**config.mk**
```make
export PLATFORM = sky130hd
export DESIGN_NAME = flash_verify_seq
export DESIGN_NICKNAME = d
export VERILOG_FILES = /design/src/rtl/fvs_pkg.sv /design/src/rtl/fvs_word_gen.sv /design/src/rtl/fvs_walker.sv /design/src/rtl/fvs_result.sv /design/src/rtl/flash_verify_seq.sv
export SDC_FILE = /design/constraint.sdc
export NUM_CORES = 1
export LEC_CHECK = 0
export CAP_MARGIN = 10
export CORE_MARGIN = 4
export CORE_UTILIZATION = 40
export CTS_BUF_LIST = sky130_fd_sc_hd__clkbuf_4
export DETAILED_ROUTE_END_ITERATION = 7
export DONT_BUFFER_PORTS = 1
export PLACE_DENSITY_LB_ADDON = 0.25
export SLEW_MARGIN = 20
export SYNTH_ARGS = -nofsm -noshare
export SYNTH_HDL_FRONTEND = slang
export SYNTH_SLANG_ARGS = --single-unit
```
**constraint.sdc**
```tcl
create_clock -name clk_i -period 2.8 [get_ports clk_i]
set_input_delay 0.56 -clock clk_i [delete_from_list [all_inputs] [get_ports clk_i]]
set_output_delay 0.56 -clock clk_i [all_outputs]
set_load 0.02 [all_outputs]
```
**src/rtl/fvs_pkg.sv**
```systemverilog
package fvs_pkg;
  localparam int unsigned WORD_W = 32;

  typedef enum logic [2:0] {
    ST_IDLE,
    ST_PRE,
    ST_HI,
    ST_LO,
    ST_LOAD,
    ST_STORE,
    ST_RD
  } fvs_state_e;

  localparam logic [WORD_W-1:0] PRE_WORD   = 32'h3C13_FF20;
  localparam logic [15:0]       HI_OP      = 16'h3C08;
  localparam logic [15:0]       LO_OP      = 16'h3508;
  localparam logic [WORD_W-1:0] LOAD_WORD  = 32'h8D09_0000;
  localparam logic [WORD_W-1:0] STORE_WORD = 32'hAE69_0000;
endpackage

```
**src/rtl/fvs_word_gen.sv**
```systemverilog
module fvs_word_gen
  import fvs_pkg::*;
(
  input  fvs_state_e        state_i,
  input  logic [WORD_W-1:0] addr_i,
  output logic [WORD_W-1:0] word_o,
  output logic              valid_o
);
  localparam int unsigned HALF_W = WORD_W / 2;

  always_comb begin
    word_o  = '0;
    valid_o = 1'b1;
    unique case (state_i)
      ST_PRE:   word_o = PRE_WORD;
      ST_HI:    word_o = {HI_OP, addr_i[WORD_W-1:HALF_W]};
      ST_LO:    word_o = {LO_OP, addr_i[HALF_W-1:0]};
      ST_LOAD:  word_o = LOAD_WORD;
      ST_STORE: word_o = STORE_WORD;
      default:  valid_o = 1'b0;
    endcase
  end
endmodule

```
**src/rtl/fvs_walker.sv**
```systemverilog
module fvs_walker
  import fvs_pkg::*;
#(
  parameter int unsigned CNT_W = 16
) (
  input  logic              clk_i,
  input  logic              rst_ni,
  input  logic              load_i,
  input  logic [WORD_W-1:0] base_i,
  input  logic [CNT_W-1:0]  cnt_i,
  input  logic              step_i,
  output logic [WORD_W-1:0] addr_o,
  output logic              last_o,
  output logic              empty_o
);
  localparam logic [WORD_W-1:0] STRIDE = WORD_W'(4);

  logic [CNT_W-1:0] left_q;

  always_ff @(posedge clk_i or negedge rst_ni) begin
    if (!rst_ni) begin
      addr_o <= '0;
      left_q <= '0;
    end else if (load_i) begin
      addr_o <= base_i;
      left_q <= cnt_i;
    end else if (step_i) begin
      addr_o <= addr_o + STRIDE;
      left_q <= left_q - 1'b1;
    end
  end

  assign last_o  = (left_q == CNT_W'(1));
  assign empty_o = (left_q == '0);

  AST_ADDR_STEP: assert property (@(posedge clk_i) disable iff (!rst_ni)
    step_i |=> addr_o == $past(addr_o) + STRIDE);
  AST_LOAD_STEP_EXCL: assert property (@(posedge clk_i) disable iff (!rst_ni)
    !(load_i && step_i));
endmodule

```
**src/rtl/fvs_result.sv**
```systemverilog
module fvs_result
  import fvs_pkg::*;
(
  input  logic              clk_i,
  input  logic              rst_ni,
  input  logic              clr_i,
  input  logic              pass_set_i,
  input  logic              fail_set_i,
  input  logic [WORD_W-1:0] addr_i,
  output logic              done_o,
  output logic              pass_o,
  output logic              fail_o,
  output logic [WORD_W-1:0] fail_addr_o
);
  always_ff @(posedge clk_i or negedge rst_ni) begin
    if (!rst_ni) begin
      pass_o      <= 1'b0;
      fail_o      <= 1'b0;
      fail_addr_o <= '0;
    end else if (clr_i) begin
      pass_o      <= 1'b0;
      fail_o      <= 1'b0;
      fail_addr_o <= '0;
    end else if (fail_set_i) begin
      fail_o      <= 1'b1;
      fail_addr_o <= addr_i;
    end else if (pass_set_i) begin
      pass_o <= 1'b1;
    end
  end

  assign done_o = pass_o | fail_o;

  AST_PASS_FAIL_EXCL: assert property (@(posedge clk_i) disable iff (!rst_ni)
    !(pass_o && fail_o));
  AST_SET_EXCL: assert property (@(posedge clk_i) disable iff (!rst_ni)
    !(pass_set_i && fail_set_i));
endmodule

```
**src/rtl/flash_verify_seq.sv**
```systemverilog
module flash_verify_seq
  import fvs_pkg::*;
#(
  parameter int unsigned CNT_W = 16
) (
  input  logic              clk_i,
  input  logic              rst_ni,
  input  logic              start_i,
  input  logic [31:0]       base_addr_i,
  input  logic [CNT_W-1:0]  word_cnt_i,
  output logic [31:0]       insn_o,
  output logic              insn_valid_o,
  input  logic              insn_ready_i,
  input  logic [31:0]       rdata_i,
  input  logic              rdata_valid_i,
  output logic              exp_req_o,
  output logic [31:0]       exp_addr_o,
  input  logic [31:0]       exp_data_i,
  output logic              done_o,
  output logic              pass_o,
  output logic              fail_o,
  output logic [31:0]       fail_addr_o
);
  fvs_state_e state_q, state_d;
  logic [WORD_W-1:0] addr;
  logic start_ok, hs, got_rd, mismatch, last_loc, no_loc;
  logic step, pass_set, fail_set;

  assign start_ok = start_i && (state_q == ST_IDLE);
  assign hs       = insn_valid_o && insn_ready_i;
  assign got_rd   = (state_q == ST_RD) && rdata_valid_i;
  assign mismatch = (rdata_i != exp_data_i);

  always_comb begin
    state_d  = state_q;
    step     = 1'b0;
    pass_set = 1'b0;
    fail_set = 1'b0;
    unique case (state_q)
      ST_IDLE:  if (start_ok) state_d = ST_PRE;
      ST_PRE:   if (hs) begin
                  state_d  = no_loc ? ST_IDLE : ST_HI;
                  pass_set = no_loc;
                end
      ST_HI:    if (hs) state_d = ST_LO;
      ST_LO:    if (hs) state_d = ST_LOAD;
      ST_LOAD:  if (hs) state_d = ST_STORE;
      ST_STORE: if (hs) state_d = ST_RD;
      ST_RD:    if (got_rd) begin
                  if (mismatch) begin
                    state_d  = ST_IDLE;
                    fail_set = 1'b1;
                  end else if (last_loc) begin
                    state_d  = ST_IDLE;
                    pass_set = 1'b1;
                  end else begin
                    state_d = ST_HI;
                    step    = 1'b1;
                  end
                end
      default:  state_d = ST_IDLE;
    endcase
  end

  always_ff @(posedge clk_i or negedge rst_ni) begin
    if (!rst_ni) state_q <= ST_IDLE;
    else         state_q <= state_d;
  end

  fvs_walker #(.CNT_W(CNT_W)) i_walker (
    .clk_i   (clk_i),
    .rst_ni  (rst_ni),
    .load_i  (start_ok),
    .base_i  (base_addr_i),
    .cnt_i   (word_cnt_i),
    .step_i  (step),
    .addr_o  (addr),
    .last_o  (last_loc),
    .empty_o (no_loc)
  );

  fvs_word_gen i_word_gen (
    .state_i (state_q),
    .addr_i  (addr),
    .word_o  (insn_o),
    .valid_o (insn_valid_o)
  );

  fvs_result i_result (
    .clk_i       (clk_i),
    .rst_ni      (rst_ni),
    .clr_i       (start_ok),
    .pass_set_i  (pass_set),
    .fail_set_i  (fail_set),
    .addr_i      (addr),
    .done_o      (done_o),
    .pass_o      (pass_o),
    .fail_o      (fail_o),
    .fail_addr_o (fail_addr_o)
  );

  assign exp_req_o  = (state_q == ST_RD);
  assign exp_addr_o = addr;

  AST_INSN_HOLD: assert property (@(posedge clk_i) disable iff (!rst_ni)
    insn_valid_o && !insn_ready_i |=> insn_valid_o && $stable(insn_o));
  AST_PRE_FIRST: assert property (@(posedge clk_i) disable iff (!rst_ni)
    start_i && !insn_valid_o && !exp_req_o |=> insn_valid_o && insn_o == PRE_WORD);
  AST_FAIL_HALT: assert property (@(posedge clk_i) disable iff (!rst_ni)
    fail_o && !start_i |=> fail_o && !insn_valid_o && !exp_req_o);
  AST_BUSY_START: assert property (@(posedge clk_i) disable iff (!rst_ni)
    exp_req_o && start_i && !rdata_valid_i |=> exp_req_o);
  AST_NO_DONE_BUSY: assert property (@(posedge clk_i) disable iff (!rst_ni)
    insn_valid_o || exp_req_o |-> !done_o);
  AST_REQ_NOT_VALID: assert property (@(posedge clk_i) disable iff (!rst_ni)
    !(exp_req_o && insn_valid_o));
endmodule

```
==> impl_metrics.toml <==
[sta]
finClkSkew_ns = 0.0184
worst_pin_slew_ns = 0.657
timing.slew.headroom_pct = 56.2
rsz0062_at_grt = "false"
fin_crit_ns = 2.65
drv_slew = 0
setup_slack_ns = 0.149
final_hold_viol_count = 0
period_share_pct = 94.7
finalSetupViolations = 0
fmax_mhz = 377

[floorplan]
fp.coreArea_mm2 = 0.0132
die-area_mm2 = 0.0155
row_count = 42
die_x_um = 124
initial_core_util_pct = 40.9
io_pins = 218
die_h_um = 124

[place]
gp_congestion = 0.942
portBuffers = 0
dp.cells = 835
dp_hpwl_mm = 13.2
place_ws_ns = -0.0301

[drt]
routed_via_density = 5.95
wirelength_mm = 18.0
routed-via-count = 5074
ant_nets = 0
initialDrtViolationCount = 379
drc = 0
drtPass1Iterations = 5
post_drt_wl_per_cell_um = 21.1

[pwr]
leakagePower_nw = 2.28
p_per_area_mw_per_mm2 = 1060
ir_worst_vdd_uv = 355
total_power_mw = 6.36

[logic_synthesis]
yosysSeqAreaShare_pct = 39.3
synth_cell_types = 48
yosysWarningCount = 0
syn_area_mm2 = 0.00541
avgSynthCellArea_um2 = 8.15
synth-seq-cells = 85
synth-main-ff-cell = "dfrtp_1"
synthCells = 664
synth_edf_count = 0
synthArstFlopShare_pct = 100

[critical_path]
ff2ff_setup_slack_ns = 0.24
reg2reg_to = "i_walker.addr_o[17]"
critical_path_class = "flop to primary output"
critPathLaunchType = "flop"
required_ns = 2.24
endpoint_kind = "primary output"
worstPathMaxFanout = 20
cp.arrival_ns = 2.09
r2r_start = "i_walker.left_q[1]"
worstRegToRegCells = 8

[global_routing]
antenna_found_initial = 1
grt_pass1_wl_mm = 28.2
grt_usage_pct = 22.7
grt_max_degree = 86
grt_remaining_overflow = 0
grt_pass1_vias = 5095

[worst_hold_path]
worstHoldStart = "insn_ready_i"
hold_class = "input port to flop"
hold-path-cell-count = 1
min_to = "state_q[0]"

[layout]
area_growth_pct = 10.4
layout_commonest_cell = "nand2_1"
final_cell_count_no_fill = 853
layout-drive-gt1-share_pct = 13.2
final_cell_mix = "nand2_1 (129), dfrtp_1 (85), o21ai_0 (64)"
nets = 793

[clock_network]
root_buffer = "clkbuf_4"
clk_pin_slew_ns = 0.14
postCtsSetupBuffers = 0
insertion_delay_ns = 0.45
cts.htree.levels = 3
cts.sinks = 85
clock_path_buffers = 2
numCtsBuffers = 9
cts_tree = "built"

[status]
outcome = "complete, no violations"

[run]
drv_cap = 0
stage by stage:
| step | area [um2] | util [%] | hold WS, ns | TNS [ns] |
|---|---|---|---|---|
| final | 5970 | 45.1 | 0.188 | 0 |
| after global routing | 5970 | 45.1 | 0.161 | 0 |
| after CTS | 5960 | 45.0 | 0.158 | 0 |
| after detailed placement | 5770 | 43.6 | 0.266 | -0.0438 |
| after global placement | 5770 | 43.6 | 0.268 | 0 |
| after floorplan | 5420 | - | 0.264 | 0 |
Yosys cell counts (all sizes together), types with 2 or more instances:
| cell | n | area (um2) |
|---|---|---|
| or2 | 4 | 25.0 |
| dfrtp | 85 | 2130 |
| or3 | 12 | 75.1 |
| o21ai | 71 | 355 |
| ha | 4 | 50.1 |
| o31ai | 4 | 30.0 |
| nand4b | 2 | 17.5 |
| nor3 | 13 | 65.1 |
| nand2 | 129 | 484 |
| a21oi | 20 | 100 |
| nor2 | 47 | 176 |
| xnor2 | 20 | 175 |
| nand3b | 5 | 37.5 |
| clkbuf | 40 | 150 |
| o311ai | 2 | 17.5 |
| a31oi | 18 | 113 |
| mux2i | 7 | 70.1 |
| and3 | 9 | 56.3 |
| nor4 | 36 | 319 |
| nand3 | 26 | 135 |
| and4 | 3 | 26.3 |
| or4 | 13 | 105 |
| o211ai | 4 | 30.0 |
| inv | 6 | 22.5 |
| nor4b | 3 | 26.3 |
| xor2 | 33 | 289 |
| nor2b | 2 | 12.5 |
| buf | 14 | 86.3 |
| nand4 | 17 | 106 |
| o41ai | 3 | 26.3 |
how the worst max path moves through the flow:
| stage | to | slack, ns | from |
|---|---|---|---|
| 2_1_floorplan | i_walker.addr_o[24] | 0.35 | exp_data_i[18] |
| 3_3_place_gp | i_walker.left_q[15] | 0.06 | exp_data_i[26] |
| 3_5_place_dp | i_result.fail_addr_o[20] | -0.03 | exp_data_i[29] |
| 4_1_cts | i_result.fail_addr_o[20] | 0.11 | state_q[0] |
| 5_1_grt | insn_o[6] | 0.008 | state_q[2] |
| 6_report | insn_o[6] | 0.15 | state_q[2] |
what timing repair did:
action / 4_1_cts / 5_1_grt
hold buffers: 2 / 0
gates resized for setup: 0 / 1
hold endpoints to repair: 85 / 0
endpoints found under the setup margin: 0 / 1
sequential cells by signal (all words and copies together) (netlist names):
| register | cells |
|---|---|
| i_result.fail_o | 1 |
| i_result.fail_addr_o | 32 |
| i_result.pass_o | 1 |
| i_walker.left_q | 16 |
| i_walker.addr_o | 32 |
| state_q | 3 |
per-layer routing:
layer | vias to the layer above | global-route usage (%) | wire length (um)
met5 | - | 0 | 0
met4 | 0 | 9.41 | 394
met3 | 27 | 5.62 | 1410
met2 | 240 | 37.9 | 8890
met1 | 2436 | 28.0 | 7310
li1 | 2371 | - | -
cell families after synthesis:
family	synth area share, %
other	0.0693
AND/OR/NAND/NOR	31.1
flip-flops	39.3
XOR/XNOR	8.58
AO/OA/AOI/OAI	13.8
adder cells (fa/ha/maj)	0.925
buffers and inverters	4.79
multiplexers	1.50
power breakdown:
group          internal, mW  total [mW]  leakage, nW  switching (mW)
sequential             1.70        2.53         1.06           0.829
combinational          1.03        3.02         1.14            1.99
clock                 0.364       0.804       0.0815           0.440
cell type report:
class | count | area [um2]
antenna | 1 | 2.50
clock buffer | 10 | 75.1
clock inverter | 5 | 76.3
fill | 1343 | 7270
inverter | 6 | 22.5
multi-input combinational | 521 | 3050
sequential | 85 | 2130
tap | 176 | 220
timing repair buffer | 49 | 403
critical path, cell delays in order, from the launching register on:
cell	delay, ns
dfrtp_1	0.54
buf_4	0.27
nand2b_1	0.35
nor2_1	0.48
Power figures use the tool's default switching activity.
